File: src/rtl/i2c_cmd_seq_pkg.sv
// Shared types for the I2C command sequencer.
// Assumes 8-bit bytes and 8-bit descriptor lengths.
package i2c_cmd_seq_pkg;
    localparam int LEN_W  = 8;
    localparam int BYTE_W = 8;

    localparam logic [1:0] SEL_CTRL = 2'd0;
    localparam logic [1:0] SEL_MODE = 2'd1;
    localparam logic [1:0] SEL_IADR = 2'd2;
    localparam logic [1:0] SEL_CMD  = 2'd3;

    typedef enum logic [2:0] {
        OP_START   = 3'd0,
        OP_RESTART = 3'd1,
        OP_STOP    = 3'd2,
        OP_WRITE   = 3'd3,
        OP_READ    = 3'd4
    } eng_op_t;

    typedef enum logic [2:0] {
        ST_IDLE, ST_START, ST_ADDR, ST_IADR, ST_RESTART, ST_DATA, ST_STOP
    } seq_state_t;

    typedef struct packed {
        logic             pec;
        logic             rd;
        logic [LEN_W-1:0] len;
    } desc_t;
endpackage

File: src/rtl/i2c_cmd_seq_regs.sv
// Register file: decodes the write port into mode enable, start pulse,
// address, internal-address size/value and the two descriptors.
// Assumes writes are single-cycle strobes; unused fields are dropped.
module i2c_cmd_seq_regs
    import i2c_cmd_seq_pkg::*;
#(
    parameter int ADDR_W     = 7,
    parameter int IADR_BYTES = 3,
    parameter int REG_W      = 32,
    parameter int D1_OFF     = 16,
    parameter int ISZ_OFF    = 8,
    parameter int ISZ_W      = $clog2(IADR_BYTES + 1)
) (
    input  logic                    clk,
    input  logic                    rst_n,
    input  logic                    we,
    input  logic [1:0]              sel,
    input  logic [REG_W-1:0]        wdata,
    output logic                    mode_en,
    output logic                    start_req,
    output logic [ADDR_W-1:0]       slave_addr,
    output logic [ISZ_W-1:0]        iadr_size,
    output logic [IADR_BYTES*8-1:0] iadr,
    output desc_t                   d0,
    output desc_t                   d1
);
    localparam int DESC_W  = LEN_W + 2;
    localparam int EN_BIT  = 16;
    localparam int DIS_BIT = 17;

    logic unused_wdata;
    assign unused_wdata = ^wdata;

    // Control register: mode latch and start strobe
    always_ff @(posedge clk) begin
        if (!rst_n) begin
            mode_en   <= 1'b0;
            start_req <= 1'b0;
        end else begin
            start_req <= we && (sel == SEL_CTRL) && wdata[0];
            if (we && (sel == SEL_CTRL)) begin
                if (wdata[DIS_BIT])     mode_en <= 1'b0;
                else if (wdata[EN_BIT]) mode_en <= 1'b1;
            end
        end
    end

    // Configuration registers: address, internal address, descriptors
    always_ff @(posedge clk) begin
        if (!rst_n) begin
            slave_addr <= '0;
            iadr_size  <= '0;
            iadr       <= '0;
            d0         <= '0;
            d1         <= '0;
        end else if (we) begin
            case (sel)
                SEL_MODE: begin
                    slave_addr <= wdata[ADDR_W-1:0];
                    iadr_size  <= wdata[ISZ_OFF +: ISZ_W];
                end
                SEL_IADR: iadr <= wdata[IADR_BYTES*8-1:0];
                SEL_CMD: begin
                    d0 <= desc_t'(wdata[DESC_W-1:0]);
                    d1 <= desc_t'(wdata[D1_OFF +: DESC_W]);
                end
                default: ;
            endcase
        end
    end
endmodule

File: src/rtl/i2c_cmd_seq_cnt.sv
// Loadable down-counter with a last-count flag.
// Assumes load has priority over decrement; it saturates at zero.
module i2c_cmd_seq_cnt #(
    parameter int W = 8
) (
    input  logic         clk,
    input  logic         rst_n,
    input  logic         load,
    input  logic [W-1:0] load_val,
    input  logic         dec,
    output logic [W-1:0] count,
    output logic         last
);
    assign last = (count == W'(1));

    // Count register: load or step down
    always_ff @(posedge clk) begin
        if (!rst_n)                   count <= '0;
        else if (load)                count <= load_val;
        else if (dec && count != '0)  count <= count - W'(1);
    end
endmodule

File: src/rtl/i2c_cmd_seq_fsm.sv
// Phase controller: walks START, address, internal address, data phases,
// repeated START and STOP, one engine request at a time.
// Assumes eng_done is a one-cycle pulse given only while eng_req is high.
module i2c_cmd_seq_fsm
    import i2c_cmd_seq_pkg::*;
#(
    parameter int ADDR_W     = 7,
    parameter int IADR_BYTES = 3,
    parameter int ISZ_W      = $clog2(IADR_BYTES + 1)
) (
    input  logic                    clk,
    input  logic                    rst_n,
    input  logic                    mode_en,
    input  logic                    start_req,
    input  logic [ADDR_W-1:0]       slave_addr,
    input  logic [IADR_BYTES*8-1:0] iadr,
    input  desc_t                   d0,
    input  desc_t                   d1,
    input  logic [LEN_W-1:0]        dcnt,
    input  logic                    dlast,
    input  logic [ISZ_W-1:0]        icnt,
    input  logic                    ilast,
    output logic                    go,
    output logic                    dload,
    output logic [LEN_W-1:0]        dval,
    output logic                    ddec,
    output logic                    idec,
    input  logic                    tx_valid,
    input  logic [BYTE_W-1:0]       tx_data,
    output logic                    tx_ready,
    output logic                    rx_valid,
    output logic [BYTE_W-1:0]       rx_data,
    output logic                    eng_req,
    output logic [2:0]              eng_op,
    output logic [BYTE_W-1:0]       eng_wbyte,
    output logic                    eng_mnack,
    input  logic                    eng_done,
    input  logic                    eng_ack,
    input  logic [BYTE_W-1:0]       eng_rbyte,
    output logic                    busy,
    output logic                    seq_done,
    output logic                    seq_err
);
    seq_state_t              state_q, nxt;
    eng_op_t                 op_q, op_n;
    logic                    phase_q, nxt_phase;
    logic                    addr_rd_q, nxt_rd;
    logic                    err_q, set_err;
    logic                    req_q, txr_q, rxv_q, done_q, mnack_q;
    logic [BYTE_W-1:0]       wbyte_q, rxd_q, byte_n, iadr_byte;
    logic                    mn_n, can, fin, bad, cur_rd;
    logic [ADDR_W-1:0]       s_addr;
    logic [IADR_BYTES*8-1:0] s_iadr;
    desc_t                   s_d0, s_d1;
    logic                    unused_pec;

    assign unused_pec = s_d0.pec ^ s_d1.pec ^ (|dcnt);

    // Internal address byte selected by remaining count, high byte first
    always_comb begin
        iadr_byte = '0;
        for (int b = 0; b < IADR_BYTES; b++)
            if (icnt == ISZ_W'(b + 1)) iadr_byte = s_iadr[b*8 +: 8];
    end

    // Handshake decode and counter controls
    always_comb begin
        fin    = req_q && eng_done;
        bad    = fin && !eng_ack && (op_q == OP_WRITE);
        cur_rd = phase_q ? s_d1.rd : s_d0.rd;
        go     = (state_q == ST_IDLE) && start_req && mode_en && (d0.len != '0);
        dload  = go;
        dval   = d0.len;
        ddec   = fin && (state_q == ST_DATA);
        idec   = fin && (state_q == ST_IADR);
        if (fin && state_q == ST_DATA && dlast && !phase_q && s_d1.len != '0 && !bad) begin
            dload = 1'b1;
            dval  = s_d1.len;
        end
    end

    // Next phase selection
    always_comb begin
        nxt       = state_q;
        nxt_phase = phase_q;
        nxt_rd    = addr_rd_q;
        set_err   = 1'b0;
        case (state_q)
            ST_IDLE:  if (go) nxt = ST_START;
            ST_START: if (fin) begin
                nxt    = ST_ADDR;
                nxt_rd = (icnt != '0) ? 1'b0 : s_d0.rd;
            end
            ST_ADDR: if (fin) begin
                if (bad)              begin nxt = ST_STOP; set_err = 1'b1; end
                else if (icnt != '0)  nxt = ST_IADR;
                else                  nxt = ST_DATA;
            end
            ST_IADR: if (fin) begin
                if (bad) begin
                    nxt = ST_STOP; set_err = 1'b1;
                end else if (ilast) begin
                    nxt    = s_d0.rd ? ST_RESTART : ST_DATA;
                    nxt_rd = s_d0.rd;
                end
            end
            ST_DATA: if (fin) begin
                if (bad) begin
                    nxt = ST_STOP; set_err = 1'b1;
                end else if (dlast) begin
                    if (!phase_q && s_d1.len != '0) begin
                        nxt       = ST_RESTART;
                        nxt_phase = 1'b1;
                        nxt_rd    = s_d1.rd;
                    end else begin
                        nxt = ST_STOP;
                    end
                end
            end
            ST_RESTART: if (fin) nxt = ST_ADDR;
            ST_STOP:    if (fin) nxt = ST_IDLE;
            default:    nxt = ST_IDLE;
        endcase
    end

    // Operation to issue in the current phase
    always_comb begin
        op_n   = OP_STOP;
        byte_n = '0;
        mn_n   = 1'b0;
        can    = !req_q && (state_q != ST_IDLE);
        case (state_q)
            ST_START:   op_n = OP_START;
            ST_RESTART: op_n = OP_RESTART;
            ST_STOP:    op_n = OP_STOP;
            ST_ADDR: begin
                op_n   = OP_WRITE;
                byte_n = BYTE_W'({s_addr, addr_rd_q});
            end
            ST_IADR: begin
                op_n   = OP_WRITE;
                byte_n = iadr_byte;
            end
            ST_DATA: begin
                if (cur_rd) begin
                    op_n = OP_READ;
                    mn_n = dlast;
                end else begin
                    op_n   = OP_WRITE;
                    byte_n = tx_data;
                    can    = can && tx_valid;
                end
            end
            default: can = 1'b0;
        endcase
    end

    // Sequencer state, snapshot and engine handshake registers
    always_ff @(posedge clk) begin
        if (!rst_n) begin
            state_q   <= ST_IDLE;
            phase_q   <= 1'b0;
            addr_rd_q <= 1'b0;
            err_q     <= 1'b0;
            req_q     <= 1'b0;
            op_q      <= OP_STOP;
            wbyte_q   <= '0;
            mnack_q   <= 1'b0;
            txr_q     <= 1'b0;
            rxv_q     <= 1'b0;
            rxd_q     <= '0;
            done_q    <= 1'b0;
            s_addr    <= '0;
            s_iadr    <= '0;
            s_d0      <= '0;
            s_d1      <= '0;
        end else begin
            txr_q     <= 1'b0;
            rxv_q     <= 1'b0;
            done_q    <= 1'b0;
            state_q   <= nxt;
            phase_q   <= nxt_phase;
            addr_rd_q <= nxt_rd;
            if (go) begin
                s_addr  <= slave_addr;
                s_iadr  <= iadr;
                s_d0    <= d0;
                s_d1    <= d1;
                err_q   <= 1'b0;
                phase_q <= 1'b0;
            end
            if (set_err) err_q <= 1'b1;
            if (fin) begin
                req_q <= 1'b0;
                if (state_q == ST_DATA && op_q == OP_READ) begin
                    rxv_q <= 1'b1;
                    rxd_q <= eng_rbyte;
                end
                if (state_q == ST_STOP) done_q <= 1'b1;
            end else if (can) begin
                req_q   <= 1'b1;
                op_q    <= op_n;
                wbyte_q <= byte_n;
                mnack_q <= mn_n;
                txr_q   <= (state_q == ST_DATA) && !cur_rd;
            end
        end
    end

    assign busy      = (state_q != ST_IDLE);
    assign eng_req   = req_q;
    assign eng_op    = op_q;
    assign eng_wbyte = wbyte_q;
    assign eng_mnack = mnack_q;
    assign tx_ready  = txr_q;
    assign rx_valid  = rxv_q;
    assign rx_data   = rxd_q;
    assign seq_done  = done_q;
    assign seq_err   = err_q;
endmodule

File: src/rtl/i2c_cmd_seq.sv
// Top of the I2C command sequencer: register file, data and
// internal-address down-counters, and the phase controller.
// Assumes the bit engine handles all SCL/SDA timing.
module i2c_cmd_seq
    import i2c_cmd_seq_pkg::*;
#(
    parameter int ADDR_W     = 7,
    parameter int IADR_BYTES = 3,
    parameter int REG_W      = 32
) (
    input  logic              clk,
    input  logic              rst_n,
    input  logic              reg_we,
    input  logic [1:0]        reg_sel,
    input  logic [REG_W-1:0]  reg_wdata,
    input  logic              tx_valid,
    input  logic [BYTE_W-1:0] tx_data,
    output logic              tx_ready,
    output logic              rx_valid,
    output logic [BYTE_W-1:0] rx_data,
    output logic              eng_req,
    output logic [2:0]        eng_op,
    output logic [BYTE_W-1:0] eng_wbyte,
    output logic              eng_mnack,
    input  logic              eng_done,
    input  logic              eng_ack,
    input  logic [BYTE_W-1:0] eng_rbyte,
    output logic              busy,
    output logic              seq_done,
    output logic              seq_err
);
    localparam int ISZ_W = $clog2(IADR_BYTES + 1);

    logic                    mode_en, start_req, go;
    logic [ADDR_W-1:0]       slave_addr;
    logic [ISZ_W-1:0]        iadr_size, icnt;
    logic [IADR_BYTES*8-1:0] iadr;
    desc_t                   d0, d1;
    logic                    dload, ddec, dlast, idec, ilast;
    logic [LEN_W-1:0]        dval, dcnt;

    i2c_cmd_seq_regs #(.ADDR_W(ADDR_W), .IADR_BYTES(IADR_BYTES), .REG_W(REG_W)) u_regs (
        .clk(clk), .rst_n(rst_n), .we(reg_we), .sel(reg_sel), .wdata(reg_wdata),
        .mode_en(mode_en), .start_req(start_req), .slave_addr(slave_addr),
        .iadr_size(iadr_size), .iadr(iadr), .d0(d0), .d1(d1)
    );

    i2c_cmd_seq_cnt #(.W(LEN_W)) u_dcnt (
        .clk(clk), .rst_n(rst_n), .load(dload), .load_val(dval), .dec(ddec),
        .count(dcnt), .last(dlast)
    );

    i2c_cmd_seq_cnt #(.W(ISZ_W)) u_icnt (
        .clk(clk), .rst_n(rst_n), .load(go), .load_val(iadr_size), .dec(idec),
        .count(icnt), .last(ilast)
    );

    i2c_cmd_seq_fsm #(.ADDR_W(ADDR_W), .IADR_BYTES(IADR_BYTES)) u_fsm (
        .clk(clk), .rst_n(rst_n), .mode_en(mode_en), .start_req(start_req),
        .slave_addr(slave_addr), .iadr(iadr), .d0(d0), .d1(d1),
        .dcnt(dcnt), .dlast(dlast), .icnt(icnt), .ilast(ilast),
        .go(go), .dload(dload), .dval(dval), .ddec(ddec), .idec(idec),
        .tx_valid(tx_valid), .tx_data(tx_data), .tx_ready(tx_ready),
        .rx_valid(rx_valid), .rx_data(rx_data),
        .eng_req(eng_req), .eng_op(eng_op), .eng_wbyte(eng_wbyte), .eng_mnack(eng_mnack),
        .eng_done(eng_done), .eng_ack(eng_ack), .eng_rbyte(eng_rbyte),
        .busy(busy), .seq_done(seq_done), .seq_err(seq_err)
    );
endmodule

File: config.mk
export PLATFORM = sky130hd
export DESIGN_NAME = i2c_cmd_seq
export DESIGN_NICKNAME = d
export VERILOG_FILES = /design/src/rtl/i2c_cmd_seq_pkg.sv /design/src/rtl/i2c_cmd_seq_regs.sv /design/src/rtl/i2c_cmd_seq_cnt.sv /design/src/rtl/i2c_cmd_seq_fsm.sv /design/src/rtl/i2c_cmd_seq.sv
export SDC_FILE = /design/constraint.sdc
export NUM_CORES = 1
export LEC_CHECK = 0
export BUFFER_PORTS_ARGS = -buffer_cell sky130_fd_sc_hd__buf_4
export CAP_MARGIN = 20
export CORE_MARGIN = 3
export CORE_UTILIZATION = 50
export CTS_BUF_LIST = sky130_fd_sc_hd__clkbuf_4 sky130_fd_sc_hd__clkbuf_8 sky130_fd_sc_hd__clkbuf_16
export CTS_CLUSTER_SIZE = 12
export DETAILED_ROUTE_END_ITERATION = 6
export GPL_ROUTABILITY_DRIVEN = 0
export GPL_TIMING_DRIVEN = 0
export PLACE_DENSITY_LB_ADDON = 0.12
export SLEW_MARGIN = 10
export SYNTH_ARGS = -nofsm -noshare
export SYNTH_HDL_FRONTEND = slang
export SYNTH_HIERARCHICAL = 1
export SYNTH_SLANG_ARGS = --single-unit
File: constraint.sdc
create_clock -name clk -period 3.2 [get_ports clk]
set_clock_uncertainty 0.1 [all_clocks]
set_input_delay 0.64 -clock clk [delete_from_list [all_inputs] [get_ports clk]]
set_output_delay 0.64 -clock clk [all_outputs]
set_load 0.03 [all_outputs]
# Word level (Yosys, flattened, before mapping)
# Index checks and enable logic that the tools add are counted.
# Widths: inputs -> output; s select.
# classes
add_sub_neg	2
mul	0
n_div	0
magnitude_cmp	0
n_eq_ne	29
shifts	0
mux	52
bitwise_logic	4
n_reduce_logical	55
# ops
operator	count
$mux 8	7
$mux 3	13
$mux 1	24
$pmux 8 s3	1
$reduce_bool 8->1	3
$logic_and 1x1->1	21
$pmux 3 s6	1
$ne 2x1->1 const B	8
$reduce_and 2->1	7
$eq 3x3->1 const B	4
$pmux 3 s4	1
$reduce_bool 2->1	5
$eq 3x2->1 const B	3
$reduce_and 9->1	1
$eq 2x2->1 const B	4
$eq 8x1->1 const B	1
$ne 2x2->1 const B	4
$reduce_and 8->1	1
$reduce_or 2->1	4
$sub 8x1->8 const B	1
$mux 2	3
$reduce_bool 3->1	2
$reduce_or 3->1	2
$logic_not 1->1	5
other kinds (12)	16
# word_totals
ff_bits	134
latch_bits	0
ramBits	0
romBits	0
in_bits	56
output_inout_bits	26
mem_count	0

# Logic depth before layout (Yosys ltp)
# Gate-level depths: netlist of the first run.
# depth
depth_word	8
mapped_depth	10
ltp_nobuf	9

# Modules after synthesis
# Netlist of the first run, hierarchy kept.
# by_module_without_submodules
module	instances	cells_each	area_each_um2
i2c_cmd_seq_fsm	1	420	3359.5
i2c_cmd_seq_regs	1	209	2097.0
i2c_cmd_seq_cnt (u_dcnt)	1	73	578.1
i2c_cmd_seq_cnt (u_icnt)	1	15	135.1

# Least setup slack after synthesis of the first run
# OpenSTA, ideal clock, no wires.
# synth_path
path_kind	reg2reg
start	reg u_dcnt.count[3]
end	reg u_dcnt.count[4]
setup_ns	0.125
t_arrival_ns	2.364
slack_ns	0.611
stages_incl_launch_ff	10
path_buffers	2
cell_sequence	dfxtp_1 or3_1 buf_2 nor4_1 nand4b_2 nand2_1 clkbuf_1 inv_1 o21ai_0 a31oi_1
# synth_between
elab_chain_len	7
elab_cells_between_ends	13
classes_between	1 x add/sub; 1 x eq/ne; 4 x mux; 7 x reduce/logical
# synth_rtl
item	line_no	rtl
start, declared	i2c_cmd_seq_cnt.sv:11	output logic [W-1:0] count,
start signal, assigned	i2c_cmd_seq_cnt.sv:19	else if (load) count <= load_val;
start signal, assigned	i2c_cmd_seq_cnt.sv:20	else if (dec && count != '0) count <= count - W'(1);
$eq 8x1->1 (*)	i2c_cmd_seq_cnt.sv:14	assign last = (count == W'(1));
via dlast	i2c_cmd_seq.sv:39	logic dload, ddec, dlast, idec, ilast;
$logic_and 1x1->1 (*) (4 in a row)	i2c_cmd_seq_fsm.sv:76	if (fin && state_q == ST_DATA && dlast && !phase_q && s_d1.len != '0 && !bad) begin
$mux 1 (*)	i2c_cmd_seq_fsm.sv:76	
via dload	i2c_cmd_seq.sv:39	
$mux 8 or $reduce_bool 2->1 (tied branches)	-	
# Mark *: on every way through the listed nets, which the timed path passes. The rest lies on a longest branch. The select of a mux whose other input is x is not followed.
# A chain may end at the register's enable or synchronous reset.

# Worst setup path in the final report of the first run
# layout_path
start	reg u_dcnt.count[3]
end	reg u_dcnt.count[6]
# The elaborated chain is that of the path after synthesis.

==> results.sh, run 1 <==
export IMPL_finalNetCount=864
export IMPL_dp_hpwl_um=12100
export IMPL_root_buffer="clkbuf_16"
export IMPL_start_util=0.523
export IMPL_rsz0062_at_grt="false"
export IMPL_synth_avg_cell_area_sq_um=8.59
export IMPL_die_h_um=116
export IMPL_ir_drop_mv=0.332
export IMPL_ioPinCount=82
export IMPL_crit_fanout=10
export IMPL_num_antenna_cells=0
export IMPL_synth_warnings=6
export IMPL_setup_viol=0
export IMPL_grtUsageTotal=0.246
export IMPL_vias_per_cell=5.54
export IMPL_drt_initial_drc_count=401
export IMPL_cts_tree="yes"
export IMPL_leakagePower_nw=3.06
export IMPL_grt_pass1_wl_um=25500
export IMPL_areaGrowthSynthToFinish_pct=22.8
export IMPL_seq_area_sq_um=2680
export IMPL_cts_max_path_buffers=2
export IMPL_multi_input_area_sq_um=3100
export IMPL_synth_fp_nets=771
export IMPL_crit_arrival_ps=3070
export IMPL_hold_viol=0
export IMPL_postLayoutCoreUtil=0.642
export IMPL_first_pass_iters=5
export IMPL_slew_viol_final=0
export IMPL_worstSetupPathType="register to register"
export IMPL_hold_path_class="register to register"
export IMPL_wl_um=16200
export IMPL_cts_sinks=134
export IMPL_h_tree_depth=4
export IMPL_wl_per_cell_um=16.9
export IMPL_postSynthCellCount=710
export IMPL_maxCapViolations=0
export IMPL_status="finished clean"
export IMPL_grt_max_degree=17
export IMPL_final_antenna_net_count=0
export IMPL_syn_area_sq_um=6100
export IMPL_num_vias=5316
export IMPL_cts_setup_buffers=0
export IMPL_cts_buffers_inserted=17
export IMPL_path_clk_slew_ps=60
export IMPL_fin_crit_sh=0.896
export IMPL_start_kind="register"
export IMPL_clk_latency_ps=420
export IMPL_core_rowCount=39
export IMPL_fmax_mhz=349
export IMPL_dieWidth_um=116
export IMPL_total_power_mw=3.93
export IMPL_worstMarginPinSlew_ps=622
export IMPL_grt_pass1_vias=5151
export IMPL_fill_cells=981
export IMPL_core_sq_um=11700
export IMPL_die_area_sq_um=13600
export IMPL_drive_gt1_frac=0.188
export IMPL_grt_ovfl_total=0
export IMPL_regToRegSetupSlack_ps=330
export IMPL_required_ps=3400
export IMPL_min_period_ps=2870
export IMPL_portBuffers=74
export IMPL_cellPowerDensity_nw_per_um2=525
export IMPL_relSlewSlack=0.585
export IMPL_end_kind="register"
export IMPL_hold_buffers=0
export IMPL_antenna_found_initial=0
export IMPL_drcViolationCount=0
[layout make-up]
| type | count | share of cell area |
|---|---|---|
| Clock inverter | 12 | 0.0224 |
| Buffer | 48 | 0.0379 |
| Tap cell | 143 | 0.0239 |
| Timing Repair Buffer | 74 | 0.0742 |
| Sequential cell | 134 | 0.358 |
| Inverter | 15 | 0.00785 |
| Multi-Input combinational cell | 513 | 0.414 |
| Clock buffer | 20 | 0.0615 |
[critical path, cell delays in order (launching register included)]
cell,delay (ps)
dfxtp_1,350
or3_1,370
buf_2,170
nor4_4,440
nand4b_4,280
nand2_1,180
clkbuf_1,310
inv_1,190
o21ai_0,290
a31oi_1,60
[cell usage in the layout, fill, tap and decap left out, types with 14 or more instances in the layout]
cell type	count
nand2_1	179
buf_2	15
dfxtp_1	134
mux2i_1	71
inv_1	14
buf_4	76
nor2_1	26
clkbuf_1	22
clkbuf_16	17
a21oi_1	80
o21ai_0	29
[worst paths after layout]
| kind | from | endpoint | cells past startpoint |
|---|---|---|---|
| setup / recovery | u_dcnt/count[3] | u_dcnt/count[6] | 9 |
| hold / removal | u_regs/iadr[9] | u_fsm/s_iadr[9] | 2 |
| setup reg to reg | u_dcnt/count[3] | u_dcnt/count[6] | 9 |
| hold reg to reg | u_regs/iadr[9] | u_fsm/s_iadr[9] | 2 |
[metal layers]
metal  wire (um)  GRT usage
met1        7250      0.317
met5           0          0
met2        8010      0.409
met4         276     0.0928
met3         678     0.0492
[registers in the layout, indices dropped and copies added (netlist names), 3 cells and up]
| signal | count |
|---|---|
| u_fsm/s_iadr | 24 |
| u_regs/iadr | 24 |
| u_fsm/s_d1 | 9 |
| u_regs/d0 | 9 |
| u_regs/d1 | 9 |
| u_dcnt/count | 8 |
| u_fsm/eng_wbyte | 8 |
| u_fsm/rx_data | 8 |
| u_fsm/s_addr | 7 |
| u_regs/slave_addr | 7 |
| u_fsm/eng_op | 3 |
| u_fsm/state_q | 3 |
[stage by stage]
step | hold slack, ps | instances | worst slack (ps) | setup TNS, ps | instance area, sq um
finish | 351 | 959 | 333 | 0 | 7490
global route | 343 | 959 | 54.1 | 0 | 7490
CTS | 335 | 959 | 48.8 | 0 | 7470
detailed placement | 344 | 927 | -260 | -1100 | 6830
global placement | 338 | 927 | -191 | -595 | 6830
floorplan | 332 | 710 | 611 | 0 | 6100
[power by group]
group	switching [mW]	internal, mW	leakage [nW]	total [mW]
Combinational	0.0945	0.0823	1.68	0.177
Clock	0.759	1.29	0.299	2.05
Sequential	0.0156	1.69	1.08	1.71
[what timing repair did]
action                                  in CTS  in global routing
hold endpoints to repair                     0                  0
resized for setup                            1                  3
endpoints found under the setup margin       8                  6
pin swaps                                    0                  0
No activity file was read; power rests on OpenSTA's default activity.
==> run 2: changes to the inputs <==
--- a/config.mk
+++ b/config.mk
@@ -7,12 +7,11 @@
 export LEC_CHECK = 0
 export BUFFER_PORTS_ARGS = -buffer_cell sky130_fd_sc_hd__buf_4
 export CAP_MARGIN = 20
-export CORE_MARGIN = 3
+export CORE_ASPECT_RATIO = 2
 export CORE_UTILIZATION = 50
 export CTS_BUF_LIST = sky130_fd_sc_hd__clkbuf_4 sky130_fd_sc_hd__clkbuf_8 sky130_fd_sc_hd__clkbuf_16
 export CTS_CLUSTER_SIZE = 12
 export DETAILED_ROUTE_END_ITERATION = 6
-export GPL_ROUTABILITY_DRIVEN = 0
 export GPL_TIMING_DRIVEN = 0
 export PLACE_DENSITY_LB_ADDON = 0.12
 export SLEW_MARGIN = 10
==> results.sh, run 2 (same netlist as run 1, synthesis figures left out) <==
export IMPL_start_util=0.518
export IMPL_cp_slowest_stage_delay_ps=410
export IMPL_timing_rr_start="u_dcnt/count[3]"
export IMPL_drt_initial_drc_count=256
export IMPL_cp_top_family="simple AND/OR/NAND/NOR gates"
export IMPL_drcViolationCount=0
export IMPL_top_regs="u_fsm/s_iadr: 24 flops, u_regs/iadr: 24 flops"
export IMPL_num_vias=5236
export IMPL_fin_area_sq_um=7460
export IMPL_grt_ovfl_total=0
export IMPL_cts_max_path_buffers=2
export IMPL_wl_um=16500
export IMPL_ir_drop_mv=0.386
export IMPL_rr_worst_depth=9
export IMPL_ioPinCount=82
export IMPL_regToRegSetupSlack_ps=230
export IMPL_end_kind="register"
export IMPL_grt_pass1_vias=5292
export IMPL_min_period_ps=2970
export IMPL_dieWidth_um=80.1
export IMPL_h_tree_depth=4
export IMPL_cts_buffers_inserted=17
export IMPL_portBuffers=74
export IMPL_vias_per_cell=5.45
export IMPL_first_pass_iters=4
export IMPL_clk_latency_ps=410
export IMPL_worstSetupPathType="register to register"
export IMPL_final_common_cell="nand2_1"
export IMPL_postLayoutCoreUtil=0.634
export IMPL_hold_path_class="primary input to register"
export IMPL_hold_viol=0
export IMPL_min_delay_start="reg_sel[0]"
export IMPL_path_clk_slew_ps=60
export IMPL_cts_tree="yes"
export IMPL_fin_crit_sh=0.929
export IMPL_cts_setup_buffers=0
export IMPL_areaGrowthSynthToFinish_pct=22.4
export IMPL_min_to="u_regs/start_req"
export IMPL_drive_gt1_frac=0.188
export IMPL_crit_path_cell_trace="or3_1 > buf_2 > nor4_4 > nand4b_2 > nand2_1 > clkbuf_1 > inv_1 > o21ai_0 > a31oi_1"
export IMPL_cts_sinks=134
export IMPL_crit_arrival_ps=3160
export IMPL_final_antenna_net_count=0
export IMPL_crit_fanout=10
export IMPL_fill_cells=1042
export IMPL_grtUsageTotal=0.277
export IMPL_dp_hpwl_um=12800
export IMPL_relSlewSlack=0.580
export IMPL_required_ps=3390
export IMPL_dpl_cell_count=929
export IMPL_regToRegEndpoint="u_dcnt/count[6]"
export IMPL_die_h_um=158
export IMPL_grt_pass1_wl_um=26300
export IMPL_layout_common_cells="179 x nand2_1, 134 x dfxtp_1, 80 x a21oi_1"
export IMPL_worstMarginPinSlew_ps=613
export IMPL_start_kind="register"
export IMPL_cellPowerDensity_nw_per_um2=521
export IMPL_root_buffer="clkbuf_16"
export IMPL_antenna_found_initial=0
export IMPL_hold_ws_ps=331
export IMPL_setup_viol=0
export IMPL_leakagePower_nw=3.05
export IMPL_fmax_mhz=336
export IMPL_finalNetCount=864
export IMPL_maxCapViolations=0
export IMPL_hold_buffers=0
export IMPL_num_antenna_cells=0
export IMPL_rsz0062_at_grt="false"
export IMPL_dpl_cell_area_sq_um=6840
export IMPL_slowest_stage="nor4_4"
export IMPL_hold_depth=2
export IMPL_crit_buf_inv=3
export IMPL_grt_max_degree=17
export IMPL_wl_per_cell_um=17.1
export IMPL_core_rowCount=56
export IMPL_gp_congestion=0.915
export IMPL_core_sq_um=11800
export IMPL_slew_viol_final=0
export IMPL_status="finished clean"
export IMPL_die_area_sq_um=12700
export IMPL_finalNonFillerCells=961
## run 2: cell count changes in the layout (fill, tap and decap cells not counted), sizes merged
cell / change
clkinvlp: -1
inv: -2
clkinv: +2
clkbuf: +1
## run 2: worst max path at each step
stage               cells past startpoint             start  slack (ps)         endpoint
floorplan                               9   u_dcnt/count[3]         610  u_dcnt/count[4]
global placement                        9   u_dcnt/count[3]        -250  u_dcnt/count[5]
detailed placement                      9   u_dcnt/count[3]        -380  u_dcnt/count[6]
CTS                                     9  u_fsm/state_q[1]          50  u_dcnt/count[6]
global route                            9   u_dcnt/count[3]          50  u_dcnt/count[5]
finish                                  9   u_dcnt/count[3]         230  u_dcnt/count[6]
## run 2: worst register-to-register path, delay by kind of cell, from the launching register on
| kind | cells | cell delay [ps] |
|---|---|---|
| DFF | 1 | 350 |
| AOI/OAI and AO/OA | 2 | 320 |
| and+or+nand+nor | 4 | 1410 |
| buffers and inverters | 3 | 680 |
## run 2: layout make-up
class / instances / area [sq um] / area share
Buffer: 48 / 284 / 0.0380
Clock buffer: 21 / 462 / 0.0619
Clock inverter: 11 / 150 / 0.0201
Inverter: 15 / 58.8 / 0.00788
Multi-Input combinational cell: 513 / 3090 / 0.414
Sequential cell: 134 / 2680 / 0.359
Tap cell: 145 / 181 / 0.0243
Timing Repair Buffer: 74 / 556 / 0.0744
## run 2: routing by layer
layer  track usage  routed length (um)  up-vias
met4         0.166                 732        0
li1              -                   -     2638
met2         0.528                9270      141
met3        0.0432                 507       43
met5             0                   0        -
met1         0.272                5970     2414
## run 2: timing repair
action / CTS / global route
pin swaps: 0 / 0
setup endpoints to repair: 8 / 5
resized for setup: 2 / 1
## run 2: per-stage QoR
step	total power, mW	setup slack (ps)	setup TNS (ps)
after floorplan	1.83	611	0
after global placement	1.91	-254	-1300
after detailed placement	1.92	-381	-2110
after CTS	3.92	54.9	0
after global routing	4.01	49.3	0
final	3.89	226	0
## run 2: where the power goes
group	internal, mW	switching [mW]
Sequential	1.69	0.0148
Clock	1.27	0.726
Combinational	0.0823	0.0958
Total	3.05	0.837
==> run 3: changes to the inputs <==
--- a/config.mk
+++ b/config.mk
@@ -5,10 +5,9 @@
 export SDC_FILE = /design/constraint.sdc
 export NUM_CORES = 1
 export LEC_CHECK = 0
-export BUFFER_PORTS_ARGS = -buffer_cell sky130_fd_sc_hd__buf_4
-export CAP_MARGIN = 20
+export BUFFER_PORTS_ARGS = -buffer_cell sky130_fd_sc_hd__buf_2
 export CORE_ASPECT_RATIO = 2
-export CORE_UTILIZATION = 50
+export CORE_UTILIZATION = 35
 export CTS_BUF_LIST = sky130_fd_sc_hd__clkbuf_4 sky130_fd_sc_hd__clkbuf_8 sky130_fd_sc_hd__clkbuf_16
 export CTS_CLUSTER_SIZE = 12
 export DETAILED_ROUTE_END_ITERATION = 6
==> results.sh, run 3 (same netlist as run 1, synthesis figures left out) <==
export IMPL_min_to="u_regs/start_req"
export IMPL_finalNetCount=864
export IMPL_grt_ovfl_total=0
export IMPL_status="finished clean"
export IMPL_start_util=0.360
export IMPL_antenna_found_initial=0
export IMPL_drive_gt1_frac=0.188
export IMPL_ioPinCount=82
export IMPL_portBuffers=74
export IMPL_timing_rr_start="u_dcnt/count[3]"
export IMPL_regToRegEndpoint="u_dcnt/count[5]"
export IMPL_ir_drop_mv=0.335
export IMPL_fmax_mhz=349
export IMPL_min_period_ps=2860
export IMPL_hold_path_class="primary input to register"
export IMPL_required_ps=3400
export IMPL_cts_buffers_inserted=17
export IMPL_die_area_sq_um=18000
export IMPL_wl_um=17400
export IMPL_grt_max_degree=17
export IMPL_worstMarginPinSlew_ps=614
export IMPL_setup_viol=0
export IMPL_dpl_cell_area_sq_um=6730
export IMPL_vias_per_cell=5.06
export IMPL_min_delay_start="reg_sel[1]"
export IMPL_root_buffer="clkbuf_16"
export IMPL_final_common_cell="nand2_1"
export IMPL_hold_viol=0
export IMPL_grt_pass1_vias=5297
export IMPL_num_antenna_cells=0
export IMPL_wl_per_cell_um=17.0
export IMPL_maxCapViolations=0
export IMPL_worstSetupPathType="register to register"
export IMPL_end_kind="register"
export IMPL_top_regs="u_fsm/s_iadr: 24 flops, u_regs/iadr: 24 flops"
export IMPL_rsz0062_at_grt="false"
export IMPL_slew_viol_final=0
export IMPL_grt_pass1_wl_um=27600
export IMPL_crit_arrival_ps=3060
export IMPL_hold_depth=2
export IMPL_fill_cells=1757
export IMPL_cts_tree="yes"
export IMPL_drt_initial_drc_count=215
export IMPL_finalNonFillerCells=1023
export IMPL_path_clk_slew_ps=60
export IMPL_leakagePower_nw=3.01
export IMPL_dp_hpwl_um=13700
export IMPL_dpl_cell_count=991
export IMPL_dieWidth_um=95.3
export IMPL_die_h_um=189
export IMPL_relSlewSlack=0.579
export IMPL_grtUsageTotal=0.205
export IMPL_total_power_mw=3.90
export IMPL_clk_latency_ps=420
export IMPL_areaGrowthSynthToFinish_pct=20.9
export IMPL_drcViolationCount=0
export IMPL_h_tree_depth=4
export IMPL_final_antenna_net_count=0
export IMPL_fin_area_sq_um=7370
export IMPL_rr_worst_depth=9
export IMPL_core_sq_um=16900
export IMPL_cts_max_path_buffers=2
export IMPL_regToRegSetupSlack_ps=340
export IMPL_start_kind="register"
export IMPL_fin_crit_sh=0.895
export IMPL_gp_congestion=0.883
export IMPL_crit_fanout=10
export IMPL_core_rowCount=67
export IMPL_num_vias=5181
export IMPL_cellPowerDensity_nw_per_um2=529
export IMPL_cts_sinks=134
export IMPL_layout_common_cells="179 x nand2_1, 134 x dfxtp_1, 89 x buf_2"
export IMPL_first_pass_iters=5
export IMPL_postLayoutCoreUtil=0.435
==> run 3: cell types whose count changed in the layout (fill, tap and decap cells not counted), sizes merged <==
cell | previous run | this run
clkbuf | 43 | 39
clkinv | 5 | 3
clkinvlp | 2 | 3
inv | 16 | 21
==> run 3: worst max path at each step <==
stage               cells past startpoint            start         endpoint
floorplan                               9  u_dcnt/count[3]  u_dcnt/count[4]
global placement                        9  u_dcnt/count[3]  u_dcnt/count[5]
detailed placement                      9  u_dcnt/count[3]  u_dcnt/count[4]
CTS                                     9  u_dcnt/count[3]  u_dcnt/count[6]
global route                            9  u_dcnt/count[3]  u_dcnt/count[4]
finish                                  9  u_dcnt/count[3]  u_dcnt/count[5]
==> run 3: routing by layer <==
layer / track usage / wire [um] / vias to the layer above
met4: 0.121 / 744 / 0
met2: 0.385 / 9560 / 130
li1: - / - / 2641
met5: 0 / 0 / -
met3: 0.0295 / 492 / 38
met1: 0.204 / 6550 / 2372
==> run 3: layout make-up <==
class	count	area (sq um)	share of cell area
Inverter	15	58.8	0.00798
Timing Repair Buffer	74	370	0.0502
Clock inverter	15	191	0.0260
Clock buffer	17	425	0.0577
Tap cell	207	259	0.0351
Buffer	48	284	0.0385
Sequential cell	134	2680	0.364
Multi-Input combinational cell	513	3100	0.420
==> run 3: stage by stage <==
| step | setup TNS, ps | hold slack [ps] | setup WS (ps) |
|---|---|---|---|
| finish | 0 | 353 | 335 |
| global route | 0 | 365 | 141 |
| CTS | 0 | 343 | 170 |
| detailed placement | -2980 | 346 | -469 |
| global placement | -2210 | 345 | -378 |
| floorplan | 0 | 332 | 611 |
==> run 3: critical path, cell delays in order (launching register included) <==
cell and delay [ps]:
dfxtp_1 360, or3_1 370, buf_2 180, nor4_4 460, nand4b_4 290, nand2_1 180
clkbuf_1 310, inv_1 170, o21ai_0 250, a31oi_1 60
==> run 3: timing repair <==
item	CTS	global route
resized for setup	3	1
endpoints found under the setup margin	8	3
hold buffers	0	0
buffers inserted	0	0
==> run 3: power by group <==
group | internal, mW | switching, mW | total (mW)
sequential | 1.69 | 0.0148 | 1.71
combinational | 0.0660 | 0.0976 | 0.164
clock | 1.24 | 0.786 | 2.03
